File: src/rtl/dac_chain_seq.sv
module dac_chain_seq #(
  parameter int N_DEV    = 3,
  parameter int CLK_DIV  = 2,
  parameter int CS_SETUP = 3,
  parameter int CS_HOLD  = 2
) (
  input  logic                  clk,
  input  logic                  rst_n,
  input  logic                  req_valid,
  output logic                  req_ready,
  input  logic                  req_seq,
  input  logic [12*N_DEV-1:0]   req_words,
  input  logic [N_DEV-1:0]      req_skip,
  input  logic [32*N_DEV-1:0]   req_chan,
  output logic                  cs_n,
  output logic                  sclk,
  output logic                  mosi,
  input  logic                  miso,
  output logic [12*N_DEV-1:0]   rdback,
  output logic                  done
);
  localparam int TOT  = 12 * N_DEV;
  localparam int BW   = $clog2(TOT + 1);
  localparam int CMAX = (CLK_DIV > CS_SETUP) ? ((CLK_DIV > CS_HOLD) ? CLK_DIV : CS_HOLD)
                                             : ((CS_SETUP > CS_HOLD) ? CS_SETUP : CS_HOLD);
  localparam int CW   = $clog2(CMAX + 1);
  localparam logic [11:0] NOP_W  = 12'h400;
  localparam logic [11:0] LOAD_W = 12'h200;

  typedef enum logic [2:0] {S_IDLE, S_SETUP, S_SHIFT, S_HOLD, S_GAP} st_t;

  st_t                  st;
  logic [CW-1:0]        cnt;
  logic [BW-1:0]        bits;
  logic [2:0]           frame;
  logic [TOT-1:0]       shreg, rx;
  logic [TOT-1:0]       lw;
  logic [N_DEV-1:0]     lsk;
  logic [32*N_DEV-1:0]  lch;
  logic                 lsq;

  function automatic logic [TOT-1:0] build(input logic [TOT-1:0] w, input logic [N_DEV-1:0] sk,
                                           input logic [32*N_DEV-1:0] ch, input logic sq,
                                           input logic [2:0] f);
    logic [TOT-1:0] r;
    logic [11:0]    x;
    r = '0;
    for (int d = 0; d < N_DEV; d++) begin
      if (sk[d])        x = NOP_W;
      else if (!sq)     x = w[d*12 +: 12];
      else if (f == 3'd4) x = LOAD_W;
      else              x = {f[1:0], 2'b01, ch[d*32 + int'(f[1:0])*8 +: 8]};
      r[d*12 +: 12] = x;
    end
    return r;
  endfunction

  assign req_ready = (st == S_IDLE);
  assign mosi      = shreg[TOT-1];
  assign rdback    = rx;

  always_ff @(posedge clk) begin
    if (!rst_n) begin
      st <= S_IDLE; cnt <= '0; bits <= '0; frame <= '0;
      shreg <= '0; rx <= '0; lw <= '0; lsk <= '0; lch <= '0; lsq <= 1'b0;
      cs_n <= 1'b1; sclk <= 1'b0; done <= 1'b0;
    end else begin
      done <= 1'b0;
      case (st)
        S_IDLE: if (req_valid) begin
          lw <= req_words; lsk <= req_skip; lch <= req_chan; lsq <= req_seq;
          frame <= '0;
          shreg <= build(req_words, req_skip, req_chan, req_seq, 3'd0);
          cs_n <= 1'b0; cnt <= '0; st <= S_SETUP;
        end
        S_SETUP: if (cnt == CW'(CS_SETUP - 1)) begin
          cnt <= '0; bits <= '0; st <= S_SHIFT;
        end else cnt <= cnt + 1'b1;
        S_SHIFT: if (cnt == CW'(CLK_DIV - 1)) begin
          cnt <= '0;
          if (!sclk) begin
            sclk <= 1'b1;
            rx <= {rx[TOT-2:0], miso};
          end else begin
            sclk <= 1'b0;
            shreg <= {shreg[TOT-2:0], 1'b0};
            if (bits == BW'(TOT - 1)) st <= S_HOLD;
            else bits <= bits + 1'b1;
          end
        end else cnt <= cnt + 1'b1;
        S_HOLD: if (cnt == CW'(CS_HOLD - 1)) begin
          cnt <= '0; cs_n <= 1'b1; st <= S_GAP;
        end else cnt <= cnt + 1'b1;
        S_GAP: if (!lsq || frame == 3'd4) begin
          done <= 1'b1; st <= S_IDLE;
        end else if (cnt == CW'(CS_HOLD - 1)) begin
          cnt <= '0;
          frame <= frame + 1'b1;
          shreg <= build(lw, lsk, lch, lsq, 3'(frame + 1'b1));
          cs_n <= 1'b0; st <= S_SETUP;
        end else cnt <= cnt + 1'b1;
        default: st <= S_IDLE;
      endcase
    end
  end

  AST_SCLK_IN_FRAME: assert property (@(posedge clk) disable iff (!rst_n) sclk |-> !cs_n);
  AST_MOSI_HELD: assert property (@(posedge clk) disable iff (!rst_n) sclk |-> $stable(mosi));
  AST_CS_FALL_CLK_LOW: assert property (@(posedge clk) disable iff (!rst_n) $fell(cs_n) |-> !sclk);
  AST_DONE_AFTER_RISE: assert property (@(posedge clk) disable iff (!rst_n)
    done |-> cs_n && $past(cs_n) && !$past(cs_n, 2));
  AST_IDLE_QUIET: assert property (@(posedge clk) disable iff (!rst_n) req_ready |-> cs_n && !sclk);
endmodule

File: config.mk
export PLATFORM = sky130hd
export DESIGN_NAME = dac_chain_seq
export DESIGN_NICKNAME = d
export VERILOG_FILES = /design/src/rtl/dac_chain_seq.sv
export SDC_FILE = /design/constraint.sdc
export NUM_CORES = 1
export LEC_CHECK = 0
export ABC_AREA = 1
export BUFFER_PORTS_ARGS = -buffer_cell sky130_fd_sc_hd__buf_2
export CAP_MARGIN = 5
export CORE_MARGIN = 4
export CORE_UTILIZATION = 50
export DETAILED_ROUTE_END_ITERATION = 6
export PLACE_DENSITY = 0.8
export SLEW_MARGIN = 5
export SYNTH_ARGS = -nofsm -noshare
export SYNTH_HDL_FRONTEND = slang
export SYNTH_SLANG_ARGS = --single-unit
File: constraint.sdc
create_clock -name clk -period 3.3 [get_ports clk]
set_clock_uncertainty 0.15 [all_clocks]
set_input_delay 0.66 -clock clk [delete_from_list [all_inputs] [get_ports clk]]
set_output_delay 0.66 -clock clk [all_outputs]
set_load 0.1 [all_outputs]
**Word level (Yosys, flattened, before mapping)**

Index checks and enable logic that the tools add are counted.
W data, S select, Z words.

- Register bits: 225
- Input port bits: 140
- Output and inout bits: 41
- Word-level logic and storage cells: 111

- $add $sub $neg: 5
- Eq/ne operators: 19
- Shift-type cells: 3
- Mux-type cells: 51
- Bitwise logic cells: 1
- Reductions and logical operators: 19

Operators with widths:

| cell | number |
|---|---|
| $mux W12 | 15 |
| $mux W36 | 5 |
| $pmux W36 S3 | 1 |
| $shiftx A96 B6 Y8 | 1 |
| $shiftx A96 B8 Y8 | 1 |
| $shiftx A96 B9 Y8 | 1 |
| $mux W3 | 11 |
| $mux W6 | 4 |
| $ne A2 B2 Y1 const B | 9 |
| $pmux W3 S5 | 1 |
| $pmux W6 S2 | 1 |
| $reduce_and A5 Y1 | 2 |
| $eq A3 B3 Y1 const B | 3 |
| $add A7 B5 Y8 const A | 1 |
| $mux W2 | 4 |
| $pmux W2 S4 | 1 |
| $add A6 B5 Y7 const A | 1 |
| $reduce_and A7 Y1 | 1 |
| $add A6 B1 Y6 const B | 1 |
| $eq A3 B2 Y1 const B | 2 |
| $eq A6 B6 Y1 const B | 1 |
| $mux W1 | 6 |
| $pmux W3 S2 | 1 |
| $reduce_and A2 Y1 | 3 |
| other kinds (18) | 21 |

**Depth between registers and ports, before layout**

Gate-level depths: netlist of the first run.

- Depth in word-level cells: 9
- Depth in mapped cells: 13
- Depth with buffers taken out: 11

**Worst setup path after synthesis of the first run**

No wires, ideal clock.

- Kind: flip-flop to output port
- Start: reg st[0]
- End: out req_ready
- Arrival: 1.701 ns
- Required time: 2.490 ns
- Slack: 0.789 ns
- Stages on the path, launching flop included: 5
- Buffers on the path: 1
- Cell sequence: dfxtp_1 > inv_2 > nand2_2 > nor2_4 > clkbuf_1

- Cells in the longest elaborated chain, start to end: 1

Ends and longest elaborated chain:

| what | line | source |
|---|---|---|
| from (decl) | 32 | `st_t st;` |
| from (signal assigned) | 64 | `st <= S_IDLE; cnt <= '0; bits <= '0; frame <= '0;` |
| from (signal assigned) | 74 | `cs_n <= 1'b0; cnt <= '0; st <= S_SETUP;` |
| from (signal assigned) | 77 | `cnt <= '0; bits <= '0; st <= S_SHIFT;` |
| $logic_not A3 Y1 | 58 | `assign req_ready = (st == S_IDLE);` |
| to (decl) | 10 | `output logic req_ready,` |

Every way passes these cells.

**Final worst setup path of the first run**

Same ends and word-level chain as after synthesis.

==> metrics.txt, run 1 <==
core area 21200 um2; IR drop worst, VDD 557 uV; critical path depth 4; post_cts resized 0; H-tree level count 1; number of diodes 0; Clock Path Buffers 3; crit path DAT 1970 ps; vias in the first global route 10500; Hold Path Sink rdback[0]; Psw 0.00489 W; fin crit period 2780 ps; slowest stage delay, CP 510 ps; layout cell share with drive strength beyond 1 0.140; synthesized instance count 1692; clock group share of total power 0.247; Clock Latency Late Sink 520 ps; net switching fraction of the power 0.436; compound-cell area share of the yosys netlist 0.164; synthesized area per cell 6.42 um2; Clock Tree Root clkbuf_16; Reg clk slew, reported paths 60 ps; FF+latch count, synth 225; first-pass GRT wire length 50500 um; critical path endpoint category output port; CTS Buf Count 24; PwrDens 893 nW/um2; total power draw 0.0112 W; Post-Syn Area 10900 um2; Hold Path Origin miso; Setup CP Type flop to output port; Post-CTS Setup Repair Bufs 0; die width 155 um; number of fill cells 1998; via count 11000; Fin. Hold Viols 0; FFs w/ async S/R, synth 0; Rel. slew slack 0.250; Setup TNS 0 ps; simple-gate share of the synthesized area 0.311; combinational power share 0.420; Yosys Warn Count 0; Synth cell types 28; grt ovf 0; prevailing post-synth register cell dfxtp_1; buffer and inverter count on the worst path 2; initial DRC count 937; hold_buf cts 0; hpwl dp 20000 um; # nets final 1946; fin crit share 0.844; drt pass-1 iters 5; WL/cell 14.8 um; Cell Int Power 0.00633 W; flop-to-flop setup slack 750 ps; Worst Path Required 2490 ps; Setup violations, final 0; DRC errors left 0; RR Endpoint shreg[0]; WL final 30900 um; largest family of logic cells by synthesized area simple AND/OR/NAND/NOR gates; maximum clock frequency 359 MHz; fin. max-slew vios 0; Top Family by Delay on Critical Path buffers and inverters; unrepaired setup endpoints after global routing false; FF-to-FF path depth 11; Min-Delay Path Class input pin to flop; number of I/O port buffers 180; P&R area growth vs syn 15.8%; # IOs 181; slowest library cell on the worst path buf_2; outcome finished, final reports clean; Sinks on Clock Net 225; Cell Chain, Critical Path inv_2 > nand2_2 > nor2_4 > buf_2; post-route ant nets 0; Worst-Margin Slew 1120 ps; Die ar. 24100 um2; Worst Path Max Fanout 10; r2r startpoint frame[0]; DIE HEIGHT 155 um; area share of fa/ha/maj cells after synthesis 0.00461; vias per inst 5.27; Pleak 6.05 nW; routability cong. 0.878; row count 53; Worst Setup Start Kind flop; CTS tree done; Syn Nets 1836; Post-Synth XOR/XNOR Area 0.000807; Total Routing Usage GR 0.247; register area share after synthesis 0.415; max cap viols 0; largest net degree at the start of global routing 102; initial core utilization 0.512; EDFF count, synth 0; initial antenna violation count 3; hold depth 3; Flop pwr share 0.333; mux cell area share after synthesis 0.000922
-- tightest hold or removal path, delay by kind of cell --
kind | cells | cell delay [ps]
buffers and inverters | 1 | 70
AND/OR/NAND/NOR | 2 | 110
-- cells in the mapped netlist, types with 8 or more instances --
cell type	count	area share
inv_1	153	0.053
dfxtp_1	225	0.41
o21ai_1	21	0.0097
clkbuf_1	60	0.021
nand4_1	8	0.0046
o21ai_0	141	0.065
nor2_1	155	0.054
nand3_1	114	0.053
nand2_1	548	0.19
buf_2	28	0.013
a21oi_1	177	0.082
o211ai_1	8	0.0055
-- cell usage in the layout (no fill, tap or decap), drive strengths merged --
| cell | n |
|---|---|
| xnor2 | 1 |
| nand3 | 114 |
| o21ai | 162 |
| nor3 | 1 |
| buf | 196 |
| nand4 | 8 |
| o211ai | 8 |
| ha | 4 |
| clkbuf | 35 |
| nand2 | 554 |
| clkinvlp | 2 |
| nor2 | 162 |
| dfxtp | 225 |
| bufinv | 2 |
| mux2i | 1 |
| o22ai | 3 |
| a21oi | 177 |
| inv | 160 |
| clkinv | 4 |
-- per-layer routing --
layer,vias up,part of all wire,GRT usage
li1,5563,-,-
met1,4937,0.43,0.332
met2,459,0.45,0.405
met3,68,0.094,0.0481
met4,6,0.023,0.0759
met5,-,0.0013,0
-- through the flow --
stage / instances / hold slack [ps] / cell area, um2 / setup WS, ps / utilization
global route: 2094 / 240 / 12600 / 457 / 0.592
finish: 2094 / 218 / 12600 / 516 / 0.592
floorplan: 1692 / 274 / 10900 / 789 / -
CTS: 2094 / 205 / 12600 / 526 / 0.592
detailed placement: 2051 / 292 / 11800 / 792 / 0.554
global placement: 2051 / 288 / 11800 / 931 / 0.554
-- cell type report --
cell class | instances | area, um2 | area share
tap | 275 | 344 | 0.0274
clock buffer | 35 | 713 | 0.0568
clock inverter | 8 | 98.8 | 0.00787
timing repair buffer | 196 | 1070 | 0.0854
sequential | 225 | 4510 | 0.359
inverter | 160 | 603 | 0.0480
multi-input combinational | 1195 | 5230 | 0.416
-- logic make-up after synthesis --
group | Yosys count
adders and majority gates | 4
buffers and inverters | 272
DFF | 225
and+or+nand+nor | 839
xor gates and xnor gates | 1
AOI/OAI and AO/OA | 350
muxes | 1
-- flip-flops by register name, indices dropped and copies added (netlist names), 3 cells and up --
name and count:
lch 96, lw 36, rdback 36, shreg 36, bits 6, frame 3, lsk 3, st 3
-- how the worst max path moves through the flow --
stage	from	endpoint	slack, ps
2_1_floorplan	st[0]	req_ready	790
5_1_grt	st[0]	req_ready	460
3_5_place_dp	frame[0]	shreg[1]	790
6_report	st[0]	req_ready	520
4_1_cts	st[0]	req_ready	530
3_3_place_gp	frame[0]	shreg[11]	930
-- power groups by stage --
stage	clock [W]	combinational, W	sequential [W]
3_5_place_dp	0	0.00465	0.00378
4_1_cts	0.00280	0.00468	0.00373
5_1_grt	0.00293	0.00527	0.00381
2_1_floorplan	0	0.00334	0.00415
3_3_place_gp	0	0.00451	0.00376
6_report	0.00277	0.00471	0.00374
Power figures use the tool's default switching activity.
==> run 2, diff against run 1 <==
ABC_AREA = 0   (was 1)
PLACE_DENSITY = 0.81   (was 0.8)
clock period = 2.6 ns   (was 3.3 ns; I/O delays follow)
==> run 2 against run 1 <==
  * Largest cell class unchanged
  * Non-clock buffer count increased by 16
  * Clock power increased by 13%
  * Critical path type unchanged
  * Setup slack got worse by 400 ps
==> metrics.txt, run 2 <==
outcome finished, final reports clean; number of fill cells 1487; most flop-heavy register lch; first-pass GRT wire length 39600 um; Setup CP Type flop to output port; Clock Tree Root clkbuf_16; Synth cell types 65; Rel. slew slack 0.591; IR drop worst, VDD 475 uV; maximum clock frequency 402 MHz; largest net degree at the start of global routing 103; initial DRC count 770; WL final 24800 um; synth top area cells dfxtp_1 (44%), nand2_1 (14%), a21oi_1 (11%), mux4_2 (5.9%), a311oi_1 (3.5%); CP startpoint st[0]; Yosys Warn Count 0; Clock Path Buffers 3; fin. max-slew vios 0; die width 143 um; Total Routing Usage GR 0.231; synthesized area per cell 8.40 um2; # IOs 181; vias per inst 5.79; hpwl dp 16800 um; initial antenna violation count 1; Cell Int Power 0.00560 W; hold_buf cts 0; via count 8518; number of I/O port buffers 180; FFs w/ async S/R, synth 0; CTS Buf Count 22; Worst Path Max Fanout 12; critical path endpoint category output port; CP endpoint req_ready; Pleak 4.18 nW; Clock Latency Late Sink 510 ps; r2r startpoint st[1]; Post-Place Worst Slack 302 ps; P&R area growth vs syn 20.1%; layout cell share with drive strength beyond 1 0.256; Post-Syn Area 9160 um2; Die ar. 20500 um2; vias in the first global route 7959; prevailing post-synth register cell dfxtp_1; RR Endpoint shreg[7]; PwrDens 688 nW/um2; post-route ant nets 0; Worst Path Required 1930 ps; Reg clk slew, reported paths 60 ps; routability cong. 0.872; DRC errors left 0; core area 18000 um2; share of the synthesized area in the top cell type 0.442; Worst-Margin Slew 613 ps; initial core utilization 0.510; Largest register FFs 96; drt pass-1 iters 5; DP Area 10300 um2; Setup WS post-layout 114 ps; final instance area 11000 um2; fin crit period 2490 ps; FF-to-FF path depth 5; most common cell in the netlist nand2_1; Syn Nets 1234; synthesized instance count 1090; CTS tree done; Fin. Hold Viols 0; Setup violations, final 0; # nets final 1372; Flop pwr share 0.451; register area share after synthesis 0.442; row count 49; WL/cell 16.9 um; post-synthesis cell type with the largest combined area dfxtp_1; net switching fraction of the power 0.261; flop-to-flop setup slack 210 ps; unrepaired setup endpoints after global routing false; DIE HEIGHT 143 um; grt ovf 0; Min-Delay Path Class input pin to flop; EDFF count, synth 0; Psw 0.00197 W; combinational power share 0.137; H-tree level count 1; max cap viols 0; Sinks on Clock Net 202; Worst Setup Start Kind flop; fin crit share 0.956; commonest cells in the netlist nand2_1 (336), dfxtp_1 (202), a21oi_1 (201); most common cell after layout, fill and taps aside nand2_1; crit path DAT 1820 ps; most frequent cells in the layout nand2_1 (335), dfxtp_1 (202), a21oi_1 (200); FF+latch count, synth 202; Setup TNS 0 ps; clock group share of total power 0.412
==> run 2: cell types whose count changed in the layout (fill, tap and decap cells not counted), sizes merged, moves of 15 or more <==
cell / delta
nand2: -218
o21ai: -154
inv: -153
nor2: -150
nand3: -111
a311oi: +37
a22oi: +28
mux2: +25
a21oi: +24
mux4: +24
dfxtp: -23
buf: +15
==> run 2: metal layers <==
metal	part of all wire	up-vias	global-route usage
li1	-	4123	-
met1	0.42	3977	0.320
met2	0.47	364	0.374
met3	0.084	52	0.0459
met4	0.024	2	0.0624
met5	0.00028	-	0
==> run 2: critical path, stage by stage, from the launching register on <==
cell and delay [ps]:
dfxtp_1 460, buf_4 250, nor3_4 220, clkbuf_4 400
==> run 2: layout make-up <==
class	count	area, um2	area share
multi-input combinational	780	4660	0.424
sequential	202	4040	0.368
timing repair buffer	212	1230	0.112
clock buffer	29	627	0.0570
tap	229	287	0.0261
clock inverter	8	104	0.00944
inverter	10	42.5	0.00387
antenna	2	5.00	0.000455
==> run 2: repair_timing <==
item	4_1_cts	5_1_grt
setup endpoints to repair	0	1
buffers inserted	0	0
gates resized for setup	0	1
==> run 2: cell families after synthesis <==
kind of cell | synth area share
compound gates | 0.225
xor+xnor | 0.00369
flops | 0.442
buf+inv | 0.0537
simple gates | 0.176
fa+ha+maj | 0.00547
mux | 0.0942
==> run 2: worst min-delay path by stage <==
stage | start | endpoint | slack, ps | depth (start not counted)
global placement | lch[42] | lch[42] | 290 | 2
global route | miso | rdback[0] | 90 | 3
detailed placement | lch[48] | lch[48] | 290 | 2
floorplan | lch[0] | lch[0] | 280 | 2
finish | req_chan[80] | lch[80] | 100 | 3
CTS | req_chan[80] | lch[80] | 80 | 3
==> run 2: through the flow <==
step | power [W] | hold slack (ps) | util | instances
2_1_floorplan | 0.00415 | 283 | - | 1090
3_3_place_gp | 0.00448 | 289 | 0.571 | 1433
3_5_place_dp | 0.00450 | 295 | 0.571 | 1433
4_1_cts | 0.00760 | 82.8 | 0.612 | 1470
5_1_grt | 0.00786 | 91.4 | 0.612 | 1470
6_report | 0.00757 | 97.0 | 0.612 | 1472
==> run 2: power groups by stage <==
stage               logic [W]  registers (W)  clock network, W
detailed placement    0.00102        0.00348                 0
floorplan            0.000684        0.00346                 0
global route          0.00113        0.00343           0.00329
finish                0.00104        0.00341           0.00312
CTS                   0.00103        0.00341           0.00317
global placement      0.00101        0.00347                 0
==> run 3, diff against run 2 <==
--- a/config.mk
+++ b/config.mk
@@ -14,3 +14,2 @@
 export PLACE_DENSITY = 0.81
-export SLEW_MARGIN = 5
 export SYNTH_ARGS = -nofsm -noshare
==> constraint.sdc (replaced) <==
create_clock -name clk -period 2.6 [get_ports clk]
set_clock_uncertainty 0.15 [all_clocks]
set_input_delay 0.39 -clock clk [delete_from_list [all_inputs] [get_ports clk]]
set_output_delay 0.39 -clock clk [all_outputs]
set_load 0.1 [all_outputs]
==> run 3 against run 2 <==
  * Design area rose by 8.1%
  * Global-route usage rose by 2.7 points
  * First-iteration DRC count increased by 27%
  * Die area unchanged
  * Non-clock buffer count grew 92
  * Combinational power rose by 12%
  * Cell count increased by 6.3%
  * Via count rose by 6.8%
  * Worst hold slack got worse by 95 ps
  * Sequential share of layout area down 2.8 points
  * Register-to-register slack hardly changed
  * Critical path type unchanged
  * Largest cell class unchanged
==> metrics.txt, run 3 (same netlist as run 2, synthesis figures left out) <==
number of I/O port buffers 180; routability cong. 0.873; largest net degree at the start of global routing 79; CTS Buf Count 22; row count 49; maximum clock frequency 408 MHz; Rel. slew slack 0.399; Pleak 4.55 nW; initial DRC count 978; initial antenna violation count 2; Worst Setup Start Kind flop; Post-CTS Setup Repair Bufs 0; footprint of the multi-input gates 4660 um2; Setup CP Type flop to output port; IR drop worst, VDD 504 uV; Clock Tree Root clkbuf_16; layout cell share with drive strength beyond 1 0.242; Clock Latency Late Sink 510 ps; Clock Path Buffers 3; Worst-Margin Slew 902 ps; non-filler cells, final 1565; PwrDens 651 nW/um2; Min-Delay Path Class input pin to flop; unrepaired setup endpoints after global routing false; core area 18000 um2; most flop-heavy register lch; DIE HEIGHT 143 um; final instance area 11900 um2; Worst Path Required 2060 ps; fin crit share 0.942; first-pass GRT wire length 43600 um; via count 9094; # IOs 181; post_cts resized 0; P&R area growth vs syn 29.9%; max cap viols 0; die width 143 um; hpwl dp 17100 um; fin. max-slew vios 0; most frequent cells in the layout nand2_1 (335), dfxtp_1 (202), a21oi_1 (200); DP Area 10300 um2; most common cell after layout, fill and taps aside nand2_1; Reg clk slew, reported paths 60 ps; vias in the first global route 8782; WL final 27500 um; outcome finished, final reports clean; placed insts 1437; Worst Path Max Fanout 21; initial core utilization 0.510; Setup TNS 0 ps; Largest register FFs 96; crit path DAT 1910 ps; Final Util 0.662; Total Routing Usage GR 0.259; Fin. Hold Viols 0; WL/cell 17.6 um; CTS tree done; post-route ant nets 0; fin crit period 2450 ps; # nets final 1464; grt ovf 0; Reg area 4040 um2; number of fill cells 1365; critical path endpoint category output port; DRC errors left 0; hold_buf cts 88; H-tree level count 1; Die ar. 20500 um2; drt pass-1 iters 6; Sinks on Clock Net 202; Setup violations, final 0; vias per inst 5.81
run 3: layout make-up:
cell class              instances  area share
multi-input cells             780       0.392
flip-flops and latches        202       0.340
repair buffers                304       0.178
clock buffers                  29      0.0537
well taps                     229      0.0241
clock inverters                 9     0.00863
inverters                      10     0.00358
diodes                          2    0.000421
run 3: path summary, 6_finish.rpt:
kind	cells past startpoint	startpoint	end	slack, ps
min	3	req_chan[31]	lch[31]	1
min reg2reg	2	lw[32]	lw[32]	300
max reg2reg	5	st[1]	shreg[1]	210
max	3	st[2]	req_ready	150
run 3: metal layers:
| layer | vias up | part of all wire | global-route usage |
|---|---|---|---|
| met1 | 4261 | 0.40 | 0.324 |
| met2 | 445 | 0.49 | 0.446 |
| met5 | - | 0.00033 | 0 |
| met4 | 2 | 0.028 | 0.0892 |
| met3 | 81 | 0.079 | 0.0539 |
| li1 | 4305 | - | - |
run 3: through the flow:
step,total power [W],hold slack [ps],worst slack [ps]
floorplan,0.00415,283,69.9
global placement,0.00447,288,389
detailed placement,0.00450,296,254
CTS,0.00773,0.126,134
global route,0.00802,3.93,51.6
finish,0.00774,1.49,151
run 3: power by group:
part	internal [W]	switching (W)
clock network	0.00192	0.00124
registers	0.00329	0.000124
logic	0.000499	0.000658
run 3: worst max-delay path, stage by stage (launching register included):
cell	delay [ps]
dfxtp_1	380
buf_4	240
nor3_4	300
buf_2	480
